`src/rtl/raster_sync_pkg.sv`:
```
package raster_sync_pkg;

    // Word addresses of the global registers
    localparam int unsigned ADDR_MODE    = 'h00;
    localparam int unsigned ADDR_HLEN    = 'h01;
    localparam int unsigned ADDR_VHALF   = 'h02;
    localparam int unsigned ADDR_RESTART = 'h03;
    localparam int unsigned ADDR_WIN_TLO = 'h04;
    localparam int unsigned ADDR_WIN_THI = 'h05;
    localparam int unsigned ADDR_WIN_BLO = 'h06;
    localparam int unsigned ADDR_WIN_BHI = 'h07;

    // Per-lane register group placement
    localparam int unsigned SYNC_BASE   = 'h10;
    localparam int unsigned SYNC_STRIDE = 8;
    localparam int unsigned SYNC_REGS   = 5;

    // Register index inside one lane group
    localparam int unsigned SREG_HEDGE     = 0;
    localparam int unsigned SREG_VLINE_TOP = 1;
    localparam int unsigned SREG_VLINE_BOT = 2;
    localparam int unsigned SREG_VOFF_TOP  = 3;
    localparam int unsigned SREG_VOFF_BOT  = 4;

endpackage

```
`src/rtl/raster_sync_regs.sv`:
```
module raster_sync_regs
    import raster_sync_pkg::*;
#(
    parameter int CW       = 16,
    parameter int NUM_SYNC = 4,
    parameter int AW       = 8,
    parameter int H_DEF    = 16,
    parameter int VH_DEF   = 16,
    localparam int DW      = 2 * CW
) (
    input  logic                          clk,
    input  logic                          rst_n,
    input  logic                          wr_en,
    input  logic [AW-1:0]                 wr_addr,
    input  logic [DW-1:0]                 wr_data,
    output logic                          run,
    output logic                          restart,
    output logic [CW-1:0]                 hlen_live,
    output logic [CW-1:0]                 vhalf_live,
    output logic [DW-1:0]                 win_lo_live,
    output logic [DW-1:0]                 win_hi_live,
    output logic [NUM_SYNC-1:0][DW-1:0]   hedge,
    output logic [NUM_SYNC-1:0][DW-1:0]   vline,
    output logic [NUM_SYNC-1:0][DW-1:0]   voff
);

    typedef struct packed {
        logic [DW-1:0]                               mode;
        logic [CW-1:0]                               hlen;
        logic [CW-1:0]                               vhalf;
        logic [DW-1:0]                               win_tlo;
        logic [DW-1:0]                               win_thi;
        logic [DW-1:0]                               win_blo;
        logic [DW-1:0]                               win_bhi;
        logic [NUM_SYNC-1:0][SYNC_REGS-1:0][DW-1:0]  sync;
    } regs_t;

    localparam regs_t REGS_RST = '{
        mode:    '0,
        hlen:    CW'(H_DEF),
        vhalf:   CW'(VH_DEF),
        win_tlo: '0,
        win_thi: '0,
        win_blo: '0,
        win_bhi: '0,
        sync:    '0
    };

    regs_t regs_d, regs_q;

    always_comb begin
        regs_d = regs_q;
        if (wr_en) begin
            case (wr_addr)
                AW'(ADDR_MODE):    regs_d.mode    = wr_data;
                AW'(ADDR_HLEN):    regs_d.hlen    = wr_data[CW-1:0];
                AW'(ADDR_VHALF):   regs_d.vhalf   = wr_data[CW-1:0];
                AW'(ADDR_WIN_TLO): regs_d.win_tlo = wr_data;
                AW'(ADDR_WIN_THI): regs_d.win_thi = wr_data;
                AW'(ADDR_WIN_BLO): regs_d.win_blo = wr_data;
                AW'(ADDR_WIN_BHI): regs_d.win_bhi = wr_data;
                default: ;
            endcase
            for (int k = 0; k < NUM_SYNC; k++) begin
                for (int r = 0; r < SYNC_REGS; r++) begin
                    if (wr_addr == AW'(SYNC_BASE + k * SYNC_STRIDE + r)) begin
                        regs_d.sync[k][r] = wr_data;
                    end
                end
            end
        end
    end

    always_ff @(posedge clk or negedge rst_n) begin
        if (!rst_n) begin
            regs_q <= REGS_RST;
        end else begin
            regs_q <= regs_d;
        end
    end

    // Restart acts on the same edge that takes the write
    assign restart     = wr_en && (wr_addr == AW'(ADDR_RESTART)) && wr_data[0];
    assign run         = (regs_q.mode == '0);
    assign hlen_live   = regs_q.hlen;
    assign vhalf_live  = regs_q.vhalf;
    assign win_lo_live = regs_q.win_tlo;
    assign win_hi_live = regs_q.win_thi;

    // Only top-field registers feed the lanes; bottom ones are storage
    for (genvar k = 0; k < NUM_SYNC; k++) begin : g_lane_regs
        assign hedge[k] = regs_q.sync[k][SREG_HEDGE];
        assign vline[k] = regs_q.sync[k][SREG_VLINE_TOP];
        assign voff[k]  = regs_q.sync[k][SREG_VOFF_TOP];
    end

endmodule

```
`src/rtl/raster_sync_timer.sv`:
```
module raster_sync_timer #(
    parameter int CW     = 16,
    parameter int H_DEF  = 16,
    parameter int VH_DEF = 16,
    localparam int DW    = 2 * CW
) (
    input  logic          clk,
    input  logic          rst_n,
    input  logic          run,
    input  logic          restart,
    input  logic [CW-1:0] hlen_live,
    input  logic [CW-1:0] vhalf_live,
    input  logic [DW-1:0] win_lo_live,
    input  logic [DW-1:0] win_hi_live,
    output logic [CW-1:0] h_cnt,
    output logic [CW-1:0] v_cnt,
    output logic [CW-1:0] hlen_sh,
    output logic [DW-1:0] win_lo_sh,
    output logic [DW-1:0] win_hi_sh,
    output logic          frame_load,
    output logic          field_evt
);

    typedef struct packed {
        logic [CW-1:0] h;
        logic [CW-1:0] v;
        logic [CW-1:0] hlen;
        logic [CW-1:0] lines;
        logic [DW-1:0] w_lo;
        logic [DW-1:0] w_hi;
    } tim_t;

    localparam tim_t TIM_RST = '{
        h:     '0,
        v:     CW'(1),
        hlen:  CW'(H_DEF),
        lines: CW'(VH_DEF / 2),
        w_lo:  '0,
        w_hi:  '0
    };

    tim_t st_d, st_q;
    logic last_pix, last_line;

    always_comb begin
        last_pix   = ({1'b0, st_q.h} + (CW+1)'(1)) >= {1'b0, st_q.hlen};
        last_line  = st_q.v >= st_q.lines;
        frame_load = restart || (run && last_pix && last_line);

        st_d = st_q;
        if (restart) begin
            st_d.h = '0;
            st_d.v = CW'(1);
        end else if (run) begin
            if (last_pix) begin
                st_d.h = '0;
                st_d.v = last_line ? CW'(1) : st_q.v + CW'(1);
            end else begin
                st_d.h = st_q.h + CW'(1);
            end
        end

        if (frame_load) begin
            st_d.hlen  = hlen_live;
            st_d.lines = CW'(vhalf_live >> 1);
            st_d.w_lo  = win_lo_live;
            st_d.w_hi  = win_hi_live;
        end
    end

    always_ff @(posedge clk or negedge rst_n) begin
        if (!rst_n) begin
            st_q <= TIM_RST;
        end else begin
            st_q <= st_d;
        end
    end

    assign h_cnt     = st_q.h;
    assign v_cnt     = st_q.v;
    assign hlen_sh   = st_q.hlen;
    assign win_lo_sh = st_q.w_lo;
    assign win_hi_sh = st_q.w_hi;
    assign field_evt = run && (st_q.h == '0) && (st_q.v == CW'(1));

endmodule

```
`src/rtl/raster_sync_lane.sv`:
```
module raster_sync_lane #(
    parameter int CW  = 16,
    localparam int DW = 2 * CW
) (
    input  logic [CW-1:0] h_cnt,
    input  logic [CW-1:0] v_cnt,
    input  logic [DW-1:0] hedge,
    input  logic [DW-1:0] vline,
    input  logic [DW-1:0] voff,
    output logic          hsync,
    output logic          vsync
);

    logic [CW-1:0] hs_on, hs_off;
    logic [DW-1:0] pos, v_on, v_off;

    always_comb begin
        hs_on  = hedge[CW-1:0];
        hs_off = hedge[DW-1:CW];
        if (hs_on <= hs_off) begin
            hsync = (h_cnt >= hs_on) && (h_cnt < hs_off);
        end else begin
            hsync = (h_cnt >= hs_on) || (h_cnt < hs_off);
        end

        // Raster position ordered line first, then pixel
        pos   = {v_cnt, h_cnt};
        v_on  = {vline[CW-1:0],  voff[CW-1:0]};
        v_off = {vline[DW-1:CW], voff[DW-1:CW]};
        if (v_on <= v_off) begin
            vsync = (pos >= v_on) && (pos < v_off);
        end else begin
            vsync = (pos >= v_on) || (pos < v_off);
        end
    end

endmodule

```
`src/rtl/raster_sync_gen.sv`:
```
module raster_sync_gen #(
    parameter int CW       = 16,
    parameter int NUM_SYNC = 4,
    parameter int AW       = 8,
    parameter int H_DEF    = 16,
    parameter int VH_DEF   = 16,
    localparam int DW      = 2 * CW
) (
    input  logic                clk,
    input  logic                rst_n,
    input  logic                wr_en,
    input  logic [AW-1:0]       wr_addr,
    input  logic [DW-1:0]       wr_data,
    output logic [NUM_SYNC-1:0] hsync,
    output logic [NUM_SYNC-1:0] vsync,
    output logic                active,
    output logic                field_evt
);

    logic                        run, restart, frame_load;
    logic [CW-1:0]               hlen_live, vhalf_live;
    logic [DW-1:0]               win_lo_live, win_hi_live;
    logic [NUM_SYNC-1:0][DW-1:0] hedge, vline, voff;
    logic [CW-1:0]               h_cnt, v_cnt, hlen_sh;
    logic [DW-1:0]               win_lo_sh, win_hi_sh;

    raster_sync_regs #(
        .CW(CW), .NUM_SYNC(NUM_SYNC), .AW(AW), .H_DEF(H_DEF), .VH_DEF(VH_DEF)
    ) regs_i (
        .clk         (clk),
        .rst_n       (rst_n),
        .wr_en       (wr_en),
        .wr_addr     (wr_addr),
        .wr_data     (wr_data),
        .run         (run),
        .restart     (restart),
        .hlen_live   (hlen_live),
        .vhalf_live  (vhalf_live),
        .win_lo_live (win_lo_live),
        .win_hi_live (win_hi_live),
        .hedge       (hedge),
        .vline       (vline),
        .voff        (voff)
    );

    raster_sync_timer #(
        .CW(CW), .H_DEF(H_DEF), .VH_DEF(VH_DEF)
    ) timer_i (
        .clk         (clk),
        .rst_n       (rst_n),
        .run         (run),
        .restart     (restart),
        .hlen_live   (hlen_live),
        .vhalf_live  (vhalf_live),
        .win_lo_live (win_lo_live),
        .win_hi_live (win_hi_live),
        .h_cnt       (h_cnt),
        .v_cnt       (v_cnt),
        .hlen_sh     (hlen_sh),
        .win_lo_sh   (win_lo_sh),
        .win_hi_sh   (win_hi_sh),
        .frame_load  (frame_load),
        .field_evt   (field_evt)
    );

    for (genvar k = 0; k < NUM_SYNC; k++) begin : g_lane
        raster_sync_lane #(.CW(CW)) lane_i (
            .h_cnt (h_cnt),
            .v_cnt (v_cnt),
            .hedge (hedge[k]),
            .vline (vline[k]),
            .voff  (voff[k]),
            .hsync (hsync[k]),
            .vsync (vsync[k])
        );
    end

    // Window bounds inclusive on both axes
    always_comb begin
        active = (v_cnt >= win_lo_sh[DW-1:CW]) && (v_cnt <= win_hi_sh[DW-1:CW]) &&
                 (h_cnt >= win_lo_sh[CW-1:0])  && (h_cnt <= win_hi_sh[CW-1:0]);
    end

endmodule

```
`config.mk`:
```
export PLATFORM = sky130hd
export DESIGN_NAME = raster_sync_gen
export DESIGN_NICKNAME = d
export VERILOG_FILES = /design/src/rtl/raster_sync_pkg.sv /design/src/rtl/raster_sync_regs.sv /design/src/rtl/raster_sync_timer.sv /design/src/rtl/raster_sync_lane.sv /design/src/rtl/raster_sync_gen.sv
export SDC_FILE = /design/constraint.sdc
export NUM_CORES = 2
export LEC_CHECK = 0
export ABC_AREA = 0
export ABC_CLOCK_PERIOD_IN_PS = 3950
export BUFFER_PORTS_ARGS = -buffer_cell sky130_fd_sc_hd__buf_4
export CORE_MARGIN = 2
export CORE_UTILIZATION = 35
export DETAILED_ROUTE_END_ITERATION = 16
export SLEW_MARGIN = 15
export SYNTH_ARGS = -nofsm -noshare
export SYNTH_HDL_FRONTEND = slang
export SYNTH_HIERARCHICAL = 1
export SYNTH_SLANG_ARGS = --single-unit
```
`constraint.sdc`:
```
create_clock -name clk -period 3.95 [get_ports clk]
set_clock_uncertainty 0.2 [all_clocks]
set_input_delay 0.1975 -clock clk [delete_from_list [all_inputs] [get_ports clk]]
set_output_delay 0.1975 -clock clk [all_outputs]
set_load 0.1 [all_outputs]
```
==> impl_metrics.yaml <==
status:
  status: "finished clean"
clock_tree:
  clkTransAtPathRegs_ns: 0.06
  htreeDepth: 3
  clk_path_buf_depth: 3
  clock-sinks: 638
  insertion_delay_ns: 0.64
  cts_root_buf: "clkbuf_16"
  cts_made_buffers: 75
  cts_tree: "yes"
worst_setup_path:
  crit_type: "reg -> out"
  path_max_fanout: 14
  reg2reg_setup_slack_ns: 0.23
  r2r-start: "timer_i/h_cnt[0]$_DFFE_PN0P_"
  cp-start-kind: "flip-flop"
  startpoint: "timer_i/h_cnt[5]$_DFFE_PN0P_"
  r2r_cells: 12
  endpoint: "vsync[2]"
  arrival_ns: 3.51
  cp.required_ns: 3.55
  regToRegEndpoint: "timer_i/win_hi_sh[24]$_DFFE_PN0P_"
  critPathCaptureType: "output port"
sta:
  slew_headroom: 0.367
  min_period_ns: 3.91
  max_freq_mhz: 256
  hold_slack_ns: 0.00610
  setup_ws_ns: 0.0440
  fin_crit_sh: 0.989
  tightestPinTransition_ns: 0.949
  finalHoldViolations: 0
  slew_viol_final: 0
  setup_viol: 0
placed_design:
  portBuffers: 52
  pre_cts_ws_ns: 0.172
  post_dp_cell_area_mm2: 0.0435
  gp_congestion: 0.867
  dp_hpwl_mm: 81.3
drt:
  wl_per_cell_um: 22.2
  drcViolationCount: 0
  ant_nets: 0
  drt-total-wl_mm: 123
  drtIter0Drc: 1908
  drt_first_pass_iters: 5
  via_count: 29200
  avgViaCountPerCell: 5.25
job:
  drv_cap: 0
cells_and_area:
  drive_above_1_share: 0.243
  final_util: 0.365
  fin_nets: 4545
  final_area_mm2: 0.0466
  final.fill_count: 12500
  area_growth_pct: 3.53
synthesis:
  synth_area_mm2: 0.0450
  yosys_warnings: 6
  avgSynthCellArea_um2: 10.6
  synthesis.nets: 4964
  synthCells: 4254
pwr:
  p_per_area_mw_per_mm2: 473
  power_mw: 22.0
  vdd_drop_max_mv: 0.515
  p_leak_nw: 23.3
grt:
  first_global_vias: 29900
  grt_pass1_wl_mm: 187
  grt_overflow: 0
  antenna_found_initial: 16
  grt_use_total: 0.188
  grt_max_degree: 91
floorplan:
  fp.dieArea_mm2: 0.131
  ios: 53
  die_y_um: 363
  start_util: 0.353
  die-width_um: 363
  core_mm2: 0.128
  row_count: 131
hold_path:
  hold_class: "in -> async"
## flip-flops by register name (all words and copies together), names as in the netlist
signal	count
regs_i/vhalf_live	15
regs_i/hedge	128
timer_i/st_q	15
regs_i/hlen_live	16
timer_i/hlen_sh	16
regs_i/win_lo_live	32
regs_i/vline	128
timer_i/v_cnt	16
timer_i/win_lo_sh	32
regs_i/voff	128
regs_i/win_hi_live	32
timer_i/h_cnt	16
timer_i/win_hi_sh	32
regs_i/regs_q	32
## cell usage in the layout, fill, tap and decap left out, types with 10 or more instances in the layout
master / instances
a211o_1: 22
a211oi_1: 48
a21o_1: 95
a21oi_1: 182
a22o_1: 20
buf_12: 17
buf_4: 127
clkbuf_1: 16
clkbuf_16: 77
clkbuf_8: 19
clkinv_2: 15
dfrtp_1: 626
dlygate4sd3_1: 26
ha_1: 665
inv_1: 484
mux2_2: 572
mux2_4: 28
nand2_1: 130
nand2b_1: 18
nand3_1: 76
nand4_1: 121
nor2_1: 102
nor2b_1: 27
nor3_1: 31
nor4_1: 30
o211ai_1: 11
o21ai_0: 86
o21ai_1: 16
xnor2_1: 10
## worst max-delay path, stage by stage (launching register included)
cell	delay, ns
dfrtp_1	0.42
buf_8	0.19
ha_1	0.31
a21oi_1	0.17
o21ai_1	0.10
a41oi_2	0.26
o211a_1	0.30
o31ai_2	0.10
a211oi_2	0.39
maj3_2	0.41
buf_12	0.20
## what timing repair did
action                     in CTS  in global routing
gates resized for setup        26                 35
hold endpoints to repair      927                  0
gates cloned                    0                  0
setup endpoints to repair       5                 91
pin swaps                       3                  8
buffers inserted                2                  5
hold buffers                   26                  0
## worst min path at each step
stage | to | slack (ns)
3_3_place_gp | regs_i/hedge[9]$_DFFE_PN0P_ | 0.04
3_5_place_dp | regs_i/hedge[31]$_DFFE_PN0P_ | 0.05
5_1_grt | regs_i/vline[94]$_DFFE_PN0P_ | 0.02
6_report | regs_i/hedge[7]$_DFFE_PN0P_ | 0.006
2_1_floorplan | regs_i/hedge[0]$_DFFE_PN0P_ | -0.30
4_1_cts | regs_i/vline[94]$_DFFE_PN0P_ | 0.002
## area by class of cell
type / instances / area, um^2 / share of cell area
tap: 1662 / 2080 / 0.0446
clock buffer: 111 / 2230 / 0.0480
inverter: 484 / 1820 / 0.0390
clock inverter: 25 / 263 / 0.00564
antenna: 6 / 15.0 / 0.000322
timing repair buffer: 182 / 1700 / 0.0365
multi-input combinational: 2454 / 22500 / 0.483
sequential: 638 / 16000 / 0.343
## per-stage QoR
stage / setup TNS [ns] / cells
3_3_place_gp: 0 / 5387
5_1_grt: -0.0305 / 5556
3_5_place_dp: 0 / 5387
6_report: 0 / 5562
4_1_cts: 0 / 5551
2_1_floorplan: 0 / 4254
## report_power, final
part	leakage (nW)	switching, mW	total [mW]	internal (mW)
Sequential	8.77	0.398	7.50	7.10
Combinational	13.3	4.49	7.44	2.96
Clock	1.24	2.91	7.10	4.19
## metal layers
metal / track usage / up-vias / part of all wire
li1: - / 13500 / -
met1: 0.239 / 14700 / 0.43
met2: 0.319 / 711 / 0.48
met3: 0.0245 / 209 / 0.048
met4: 0.0828 / 0 / 0.038
met5: 0 / - / 0
Power figures use the tool's default switching activity.
